`src/rtl/fu_addmul.sv`:
```
module fu_addmul #(
  parameter int WIDTH        = 16,
  parameter int TAG_W        = 3,
  parameter bit HAS_MUL      = 1'b1,
  parameter int ADD_LAT      = 6,
  parameter int MUL_LAT      = 14,
  parameter int MUL_FAST_LAT = 5
) (
  input  logic             clk,
  input  logic             rst_n,
  input  logic             early_en,
  input  logic             issue_vld,
  input  logic             issue_op,
  input  logic [WIDTH-1:0] issue_a,
  input  logic [WIDTH-1:0] issue_b,
  input  logic [TAG_W-1:0] issue_tag,
  output logic             busy,
  output logic             op_err,
  output logic             bus_req,
  output logic [WIDTH-1:0] bus_res,
  output logic [TAG_W-1:0] bus_tag,
  input  logic             bus_gnt
);
  localparam int CW = $clog2(MUL_LAT + 1);

  logic [CW-1:0]    cnt;
  logic             busy_q, done_q, err_q;
  logic [WIDTH-1:0] res_q, prod, sum;
  logic [TAG_W-1:0] tag_q;
  logic [CW-1:0]    lat;

  wire zero_op = (issue_a == '0) || (issue_b == '0);
  wire legal   = !issue_op || HAS_MUL;
  wire take    = issue_vld && !busy_q && legal;

  assign sum = issue_a + issue_b;

  generate
    if (HAS_MUL) begin : g_mul
      assign prod = zero_op ? '0 : issue_a * issue_b;
    end else begin : g_nomul
      assign prod = '0;
    end
  endgenerate

  always_comb begin
    if (!issue_op)                 lat = CW'(ADD_LAT - 1);
    else if (early_en && zero_op)  lat = CW'(MUL_FAST_LAT - 1);
    else                           lat = CW'(MUL_LAT - 1);
  end

  always_ff @(posedge clk) begin
    if (!rst_n) begin
      busy_q <= 1'b0;
      done_q <= 1'b0;
      err_q  <= 1'b0;
      cnt    <= '0;
      res_q  <= '0;
      tag_q  <= '0;
    end else begin
      err_q <= issue_vld && !busy_q && !legal;
      if (take) begin
        busy_q <= 1'b1;
        done_q <= 1'b0;
        cnt    <= lat;
        res_q  <= issue_op ? prod : sum;
        tag_q  <= issue_tag;
      end else if (busy_q && !done_q) begin
        if (cnt == '0) done_q <= 1'b1;
        else           cnt    <= cnt - 1'b1;
      end else if (done_q && bus_gnt) begin
        busy_q <= 1'b0;
        done_q <= 1'b0;
      end
    end
  end

  assign busy    = busy_q;
  assign bus_req = done_q;
  assign bus_res = res_q;
  assign bus_tag = tag_q;
  assign op_err  = err_q;
endmodule

```
`config.mk`:
```
export PLATFORM = sky130hd
export DESIGN_NAME = fu_addmul
export DESIGN_NICKNAME = d
export VERILOG_FILES = /design/src/rtl/fu_addmul.sv
export SDC_FILE = /design/constraint.sdc
export NUM_CORES = 1
export LEC_CHECK = 0
export BUFFER_PORTS_ARGS = -buffer_cell sky130_fd_sc_hd__buf_2
export CAP_MARGIN = 25
export CELL_PAD_IN_SITES_DETAIL_PLACEMENT = 1
export CELL_PAD_IN_SITES_GLOBAL_PLACEMENT = 1
export CORE_MARGIN = 1.5
export CORE_UTILIZATION = 45
export CTS_BUF_LIST = sky130_fd_sc_hd__clkbuf_4 sky130_fd_sc_hd__clkbuf_8
export DETAILED_ROUTE_END_ITERATION = 10
export PLACE_DENSITY = 0.9
export RECOVER_POWER = 100
export SETUP_SLACK_MARGIN = 0.5
export SLEW_MARGIN = 20
export SYNTH_ARGS = -nofsm -noshare
export SYNTH_HDL_FRONTEND = slang
export SYNTH_SLANG_ARGS = --single-unit
```
`constraint.sdc`:
```
create_clock -name clk -period 12.1 [get_ports clk]
set_clock_uncertainty 0.15 [all_clocks]
set_input_delay 0 -clock clk [delete_from_list [all_inputs] [get_ports clk]]
set_output_delay 0 -clock clk [all_outputs]
set_load 0.05 [all_outputs]
```
==> impl_metrics.json, run 1 <==
{
  "outcome": "complete, no violations",
  "dp_hpwl_um": 14500,
  "post_dp_cell_area_um2": 6140,
  "drt_iter0_drc": 221,
  "io_buffers": 61,
  "critical_path_class": "primary input to flop",
  "cts_setup_buffers": 0,
  "vias": 4967,
  "use_met2_pct": 49.1,
  "multi_input_area_um2": 4650,
  "htreeDepth": 1,
  "cts_tree": "built",
  "fin_area_um2": 6220,
  "synth_top_area_cell": "fa_1",
  "routabilityCongestion": 0.933,
  "grt_pass1_vias": 5654,
  "final.min_clock_period_ns": 5.69,
  "drtPass1Iterations": 4,
  "ir_worst_vdd_mv": 0.158,
  "cp_data_required_time_ns": 12.11,
  "yosys_warnings": 0,
  "cellPowerDensity_nw_per_um2": 210,
  "antenna_found_initial": 0,
  "busiest_layer": "met2",
  "report.final.slew_viol_count": 0,
  "ys_async_sr_fraction_pct": 0,
  "start_util_pct": 45.8,
  "ys_top_cells_by_count": "inv_1 (124), fa_1 (81), nand2_1 (80)",
  "fmax_mhz": 176,
  "holdPathStages": 3,
  "routed_wl_um": 17400,
  "cts_buffer_depth": 2,
  "dieHeight_um": 116,
  "synth.most_common_cell": "inv_1",
  "synth.area.top_cells": "fa_1 (28%), ha_1 (14%), dfxtp_1 (8.7%)",
  "tightestPinTransition_ns": 1.34,
  "synthesis.area_um2": 5730,
  "cp-start-kind": "primary input",
  "ys_seq_elements": 25,
  "postCtsHoldBufs": 7,
  "hold_viol": 0,
  "grt.total_usage_pct": 27.3,
  "clk-insertion-delay-late_ns": 0.26,
  "synth_cell_type_count": 54,
  "grt_pass1_wl_um": 28400,
  "maxCapViolCount": 0,
  "cts_sinks": 25,
  "antennaDiodeCount": 0,
  "netlist.area_leader.share_pct": 28.3,
  "fp.coreArea_um2": 12500,
  "wl_per_cell_um": 19.3,
  "syn_avg_cell_area_um2": 8.35,
  "synth_nets": 873,
  "rows": 41,
  "final_layout_size_suffix_gt1_share_pct": 6.84,
  "hold_class": "primary input to flop",
  "regArea_um2": 500,
  "cp.arrival_ns": 5.70,
  "min_period_over_period_pct": 47.0,
  "post_cts_resized": 0,
  "grt_max_degree": 35,
  "synth_edf_count": 0,
  "max_slew_margin_pct": 10.9,
  "endpoint_kind": "flop",
  "cts.clk_slew.worst_paths_ns": 0.08,
  "syn-instance-count": 686,
  "grt_use_met3_pct": 2.67,
  "drc_errors": 0,
  "cts_made_buffers": 3,
  "ant_nets": 0,
  "setup_viol": 0,
  "finalSetupTns_ns": 0,
  "use_met1_pct": 35.6,
  "synth.yosys.seq_area_share_pct": 8.74,
  "dieWidth_um": 116,
  "ys.flop_type": "dfxtp_1",
  "cp_max_fo": 15,
  "rsz0062_at_grt": "false",
  "grt.overflow.total": 0,
  "fp.dieArea_um2": 13400,
  "ios": 63,
  "fin_nets": 919,
  "n_fill_cell": 1565,
  "vias_per_cell": 5.50,
  "rr_worst_depth": 4,
  "area_growth_pct": 8.67,
  "p_leak_nw": 3.03,
  "cts_root_buffer": "clkbuf_8"
}
[area by class of cell]
cell class / instances / share of cell area [%]
repair buffers: 69 / 5.63
clock inverters: 1 / 0.0804
clock buffers: 3 / 0.663
multi-input cells: 509 / 74.7
flip-flops and latches: 25 / 8.04
well taps: 172 / 3.46
inverters: 124 / 7.48
[layer usage]
metal | up-vias | part of all wire, %
li1 | 2257 | -
met1 | 2506 | 42
met2 | 171 | 50
met3 | 33 | 5.7
met4 | 0 | 1.8
met5 | - | 0
[registers in the layout (all words and copies together), names as in the netlist]
| register | count |
|---|---|
| bus_req | 1 |
| bus_res | 16 |
| bus_tag | 3 |
| busy | 1 |
| cnt | 4 |
[power breakdown]
part           internal (W)  switching, W  total (W)  leakage (nW)
logic              0.000491      0.000665    0.00116          2.80
clock network     0.0000230     0.0000252  0.0000482        0.0255
registers         0.0000960    0.00000857   0.000105         0.207
total              0.000610      0.000699    0.00131          3.03
[placed cells by master, fill, tap and decap left out, types with 6 or more instances in the layout]
cell type,count
a21o_1,7
dlygate4sd3_1,7
nor4_1,8
xnor2_1,38
xor2_1,13
dfxtp_1,25
nor3_1,9
nand2_1,80
buf_2,38
fa_1,81
ha_1,65
and2_1,64
nor2_1,25
a31oi_1,7
o21ai_0,19
a21oi_1,16
o21a_1,6
nand2b_1,6
and3_1,6
inv_1,124
clkbuf_1,24
[kinds of logic after synthesis]
group / count (synthesis) / synth area share [%]
XOR/XNOR: 51 / 7.80
AND/OR/NAND/NOR: 218 / 19.2
flip-flops: 25 / 8.74
AO/OA/AOI/OAI: 91 / 11.1
multiplexers: 2 / 0.371
other: 1 / 0.0655
adder cells (fa/ha/maj): 146 / 42.5
buffers and inverters: 152 / 10.2
[worst max-delay path: stages]
cell	delay (ns)
clkbuf_1	0.68
and2_0	0.27
fa_1	0.19
inv_1	0.07
fa_1	0.44
fa_1	0.48
fa_1	0.50
inv_1	0.06
fa_1	0.54
inv_1	0.05
fa_1	0.51
inv_1	0.06
ha_1	0.37
a21o_1	0.21
a221o_1	0.38
o31a_1	0.26
xnor2_1	0.19
o211ai_1	0.12
a32o_1	0.34
[through the flow]
stage | cells | hold slack [ns] | util, % | total power [W] | setup WS [ns]
6_report | 903 | 0.0121 | 49.7 | 0.00131 | 6.41
4_1_cts | 903 | 0.0250 | 50.0 | 0.00131 | 6.62
2_1_floorplan | 686 | -0.0390 | - | 0.000951 | 6.78
3_5_place_dp | 892 | 0.0759 | 49.1 | 0.00124 | 6.37
5_1_grt | 903 | 0.0505 | 49.7 | 0.00145 | 6.15
3_3_place_gp | 892 | 0.0628 | 49.1 | 0.00119 | 6.51
[path summary, 6_finish.rpt]
path / slack (ns) / start / endpoint
worst min-delay path: 0.01 / early_en / cnt[0]
worst min register to register: 0.31 / bus_tag[1] / bus_tag[1]
worst max-delay path: 6.41 / issue_a[2] / bus_res[15]
worst max register to register: 9.76 / busy / bus_res[8]
No activity file was read; power rests on OpenSTA's default activity.
==> inputs of run 2 (changes only) <==
==> constraint.sdc (replaced) <==
create_clock -name clk -period 6 [get_ports clk]
set_clock_uncertainty 0.15 [all_clocks]
set_input_delay 0 -clock clk [delete_from_list [all_inputs] [get_ports clk]]
set_output_delay 0 -clock clk [all_outputs]
set_load 0.05 [all_outputs]
==> run 2 against run 1 <==
Effect of this change: global-route usage decreased by 0.069 points; highest routed layer unchanged; hold slack hardly changed; routed wire length rose by 1.0%; die area is the same; utilization up 0.16 points; critical path type unchanged; clock-buffer cell count is the same.
==> impl_metrics.json, run 2 (synthesis results as in run 1) <==
{
  "report.final.slew_viol_count": 0,
  "htreeDepth": 1,
  "cp_data_required_time_ns": 6.00,
  "ir_worst_vdd_mv": 0.337,
  "rsz0062_at_grt": "false",
  "tightestPinTransition_ns": 1.35,
  "outcome": "complete, no violations",
  "final_layout_size_suffix_gt1_share_pct": 7.38,
  "critical_path_class": "primary input to flop",
  "p_leak_nw": 3.03,
  "path_common_cell": "fa_1",
  "ant_nets": 0,
  "wl_per_cell_um": 19.5,
  "drt_iter0_drc": 307,
  "clk-insertion-delay-late_ns": 0.27,
  "fp.coreArea_um2": 12500,
  "path_cells": "clkbuf_1 > nand2_1 > fa_1 > inv_1 > fa_1 > ha_1 > fa_1 > inv_1 > fa_1 > fa_1 > inv_1 > ha_1 > o21a_1 > nor2_1 > o311ai_0 > o211ai_1 > xnor2_1 > a221oi_1 > nor2_1",
  "dieWidth_um": 116,
  "grt_max_degree": 35,
  "hold_viol": 0,
  "cts_made_buffers": 3,
  "largest_reg_flops": 16,
  "endpoint_kind": "flop",
  "vias": 5055,
  "fin_cells": 904,
  "cp.arrival_ns": 5.51,
  "antenna_found_initial": 0,
  "path_buf_inv": 4,
  "seq_power_share_pct": 7.9,
  "p_int_w": 0.00124,
  "hold_class": "primary input to flop",
  "power.share.clock_pct": 3.8,
  "min_period_over_period_pct": 91.7,
  "cts.clk_slew.worst_paths_ns": 0.08,
  "max_slew_margin_pct": 10.2,
  "layout_common_cells": "inv_1 (124), fa_1 (81), nand2_1 (80)",
  "critPathMaxStageDelay_ns": 0.63,
  "vias_per_cell": 5.59,
  "grt_pass1_vias": 5452,
  "cts_sinks": 25,
  "dpl.cell_count": 893,
  "grt.total_usage_pct": 27.2,
  "dp_hpwl_um": 14400,
  "path_delay_family": "adder cells",
  "cts_buffer_depth": 2,
  "rrSetupSlack_ns": 3.69,
  "grt_pass1_wl_um": 28300,
  "cp_max_fo": 15,
  "layout_commonest_cell": "inv_1",
  "finalSetupTns_ns": 0,
  "start_util_pct": 45.8,
  "setup_viol": 0,
  "fmax_mhz": 182,
  "antennaDiodeCount": 0,
  "fin_nets": 920,
  "cellPowerDensity_nw_per_um2": 426,
  "final.min_clock_period_ns": 5.50,
  "p_switching_w": 0.00142,
  "io_buffers": 61,
  "drtPass1Iterations": 5,
  "routed_wl_um": 17600,
  "cts_root_buffer": "clkbuf_8",
  "grt.overflow.total": 0,
  "routabilityCongestion": 0.899,
  "cts_tree": "built",
  "ios": 63,
  "p_sw_share_pct": 53.5,
  "maxCapViolCount": 0,
  "power_frac_comb_pct": 88.3,
  "crit_slowest_cell": "clkbuf_1",
  "rows": 41,
  "area_growth_pct": 9.02,
  "cp-start-kind": "primary input",
  "fp.dieArea_um2": 13400,
  "dieHeight_um": 116,
  "drc_errors": 0
}
[run 2: cell count changes in the layout (fill, tap and decap cells not counted), sizes merged]
| cell | previous run | this run |
|---|---|---|
| buf | 38 | 37 |
| clkbuf | 27 | 29 |
[run 2: per-layer routing]
layer  up-vias  track usage, %  wire length (um)
li1       2265               -                 -
met1      2561            36.4              7410
met2       192            47.8              8810
met3        37            2.04               979
met4         0            7.07               411
met5         -               0                 0
[run 2: path summary, 6_finish.rpt]
check,from,cells after the start,endpoint
setup / recovery,issue_a[2],19,bus_res[14]
hold reg to reg,bus_tag[1],2,bus_tag[1]
setup reg to reg,busy,4,bus_res[8]
hold / removal,early_en,3,cnt[0]
[run 2: power by group through the flow]
stage / Clock [W] / Combinational, W / Sequential (W)
floorplan: 0 / 0.00162 / 0.000295
global placement: 0 / 0.00217 / 0.000211
detailed placement: 0 / 0.00229 / 0.000212
CTS: 0.000102 / 0.00233 / 0.000209
global route: 0.000108 / 0.00259 / 0.000213
finish: 0.000101 / 0.00235 / 0.000210
[run 2: area by class of cell]
cell class	instances	area, um^2
Clock inverter	1	5.00
Inverter	124	465
Multi-Input combinational cell	509	4650
Timing Repair Buffer	70	363
Clock buffer	3	41.3
Tap cell	172	215
Fill cell	1574	6270
Sequential cell	25	500
[run 2: what timing repair did]
item,CTS,global route
setup buffers,0,0
gates resized for setup,0,5
setup endpoints to repair,0,2
hold buffers,7,0
hold endpoints to repair,16,0
[run 2: worst min-delay path, cell delays in order]
cell and delay (ns):
buf_2 0.10, nor2b_1 0.14, a31oi_1 0.15
[run 2: metrics by stage]
| stage | hold slack [ns] | utilization [%] | total power [W] | instance area [um^2] | setup slack (ns) |
|---|---|---|---|---|---|
| 2_1_floorplan | -0.0390 | - | 0.00192 | 5730 | 0.682 |
| 3_3_place_gp | 0.0632 | 49.1 | 0.00239 | 6150 | 0.403 |
| 3_5_place_dp | 0.0799 | 49.1 | 0.00250 | 6150 | 0.311 |
| 4_1_cts | 0.0159 | 50.1 | 0.00264 | 6260 | 0.561 |
| 5_1_grt | 0.0486 | 49.9 | 0.00291 | 6240 | 0.272 |
| 6_report | 0.0123 | 49.9 | 0.00266 | 6240 | 0.498 |
==> inputs of run 3 (changes only) <==
--- a/config.mk
+++ b/config.mk
@@ -10,11 +10,12 @@
 export CELL_PAD_IN_SITES_DETAIL_PLACEMENT = 1
 export CELL_PAD_IN_SITES_GLOBAL_PLACEMENT = 1
 export CORE_MARGIN = 1.5
-export CORE_UTILIZATION = 45
+export CORE_UTILIZATION = 42
 export CTS_BUF_LIST = sky130_fd_sc_hd__clkbuf_4 sky130_fd_sc_hd__clkbuf_8
 export DETAILED_ROUTE_END_ITERATION = 10
-export PLACE_DENSITY = 0.9
+export PLACE_DENSITY = 0.85
 export RECOVER_POWER = 100
+export REMOVE_ABC_BUFFERS = 1
 export SETUP_SLACK_MARGIN = 0.5
 export SLEW_MARGIN = 20
 export SYNTH_ARGS = -nofsm -noshare
==> run 3 against run 2 <==
Effect of this change: sequential power barely moved; final cell count rose by 0.55%; clock-buffer cell count rose by 1; largest cell class unchanged; die area rose by 7.0%; setup slack improved by 0.041 ns.
==> impl_metrics.json, run 3 (synthesis results as in run 1) <==
{
  "cp_max_fo": 8,
  "ir_worst_vdd_mv": 0.299,
  "ant_nets": 0,
  "tightestPinTransition_ns": 1.04,
  "largest_reg_flops": 16,
  "final.min_clock_period_ns": 5.46,
  "io_buffers": 61,
  "clk-insertion-delay-late_ns": 0.26,
  "routed_wl_um": 18100,
  "final_layout_size_suffix_gt1_share_pct": 7.09,
  "drc_errors": 0,
  "cellPowerDensity_nw_per_um2": 435,
  "start_util_pct": 43.1,
  "layout_common_cells": "inv_1 (124), fa_1 (81), nand2_1 (80)",
  "finalWorstSetupSlack_ns": 0.539,
  "path_cells": "buf_2 > clkbuf_1 > nand2_1 > fa_1 > fa_1 > inv_1 > fa_1 > fa_1 > inv_1 > fa_1 > fa_1 > xor2_1 > xnor2_1 > xnor2_1 > xnor2_1 > xnor2_1 > xnor2_1 > o211ai_1 > a32o_1",
  "fin_nets": 921,
  "p_leak_nw": 3.03,
  "drtPass1Iterations": 5,
  "cts_sinks": 25,
  "hold_viol": 0,
  "grt_pass1_vias": 5879,
  "rows": 42,
  "hold_class": "primary input to flop",
  "endpoint_kind": "flop",
  "finalSetupTns_ns": 0,
  "vias_per_cell": 5.56,
  "cts_buffer_depth": 2,
  "fmax_mhz": 183,
  "fin_cells": 909,
  "dieWidth_um": 120,
  "cts_tree": "built",
  "dpl.cell_count": 899,
  "cts_root_buffer": "clkbuf_8",
  "routabilityCongestion": 0.875,
  "fp.coreArea_um2": 13300,
  "path_common_cell": "fa_1",
  "cts.clk_slew.worst_paths_ns": 0.08,
  "outcome": "complete, no violations",
  "path_buf_inv": 4,
  "grt_pass1_wl_um": 30300,
  "area_growth_pct": 8.91,
  "vias": 5053,
  "path_delay_family": "adder cells",
  "antennaDiodeCount": 0,
  "cp-start-kind": "primary input",
  "dieHeight_um": 120,
  "max_slew_margin_pct": 30.5,
  "post_dp_cell_area_um2": 6180,
  "layout_commonest_cell": "inv_1",
  "cts_setup_buffers": 0,
  "cp.arrival_ns": 5.47,
  "fin_area_um2": 6240,
  "min_period_over_period_pct": 91.0,
  "critical_path_class": "primary input to flop",
  "rsz0062_at_grt": "false",
  "cp_data_required_time_ns": 6.01,
  "htreeDepth": 1,
  "drt_iter0_drc": 234,
  "maxCapViolCount": 0,
  "grt_max_degree": 20,
  "preCtsSetupSlack_ns": 0.299,
  "ios": 63,
  "critPathMaxStageDelay_ns": 0.52,
  "cts_made_buffers": 3,
  "dp_hpwl_um": 14700,
  "whs_ns": 0.0130,
  "fp.dieArea_um2": 14300,
  "setup_viol": 0,
  "report.final.slew_viol_count": 0,
  "grt.total_usage_pct": 26.8,
  "grt.overflow.total": 0,
  "wl_per_cell_um": 19.9,
  "antenna_found_initial": 0,
  "crit_slowest_cell": "clkbuf_1"
}
## run 3: cell count changes in the layout (fill, tap and decap cells not counted), sizes merged
cell / delta
clkbuf: +1
buf: +2
clkinv: -1
dlygate4sd3: -1
## run 3: power breakdown
part	switching, W	total (W)	internal, W
logic	0.00141	0.00240	0.000985
registers	0.0000168	0.000210	0.000194
clock network	0.0000503	0.000102	0.0000520
total	0.00148	0.00271	0.00123
## run 3: metal layers
metal | global-route usage, % | vias to the layer above | share of wire (%)
li1 | - | 2267 | -
met1 | 33.3 | 2558 | 40
met2 | 48.1 | 175 | 49
met3 | 3.47 | 53 | 6.7
met4 | 8.78 | 0 | 3.9
met5 | 0 | - | 0
## run 3: per-stage QoR
stage                     power [W]  util, %
after CTS                   0.00272     47.3
final                       0.00271     46.9
after global routing        0.00297     46.9
after detailed placement    0.00258     46.5
after global placement      0.00244     46.3
after floorplan             0.00190        -
## run 3: final cells by class
type / count / area [um^2]
Clock buffer: 4 / 48.8
Fill cell: 1616 / 7060
Inverter: 124 / 465
Multi-Input combinational cell: 509 / 4640
Sequential cell: 25 / 500
Tap cell: 176 / 220
Timing Repair Buffer: 71 / 365
## run 3: path summary, 6_finish.rpt
path         startpoint           to  slack (ns)  cells after the start
max          issue_a[3]  bus_res[15]        0.54                     19
min            issue_op       cnt[0]        0.01                      2
max reg2reg        busy  bus_res[15]        3.38                      4
min reg2reg  bus_tag[1]   bus_tag[1]        0.33                      2
## run 3: timing repair
action | CTS | global route
hold endpoints to repair | 15 | 0
endpoints found under the setup margin | 0 | 2
gates resized for setup | 0 | 4
hold buffers | 6 | 0
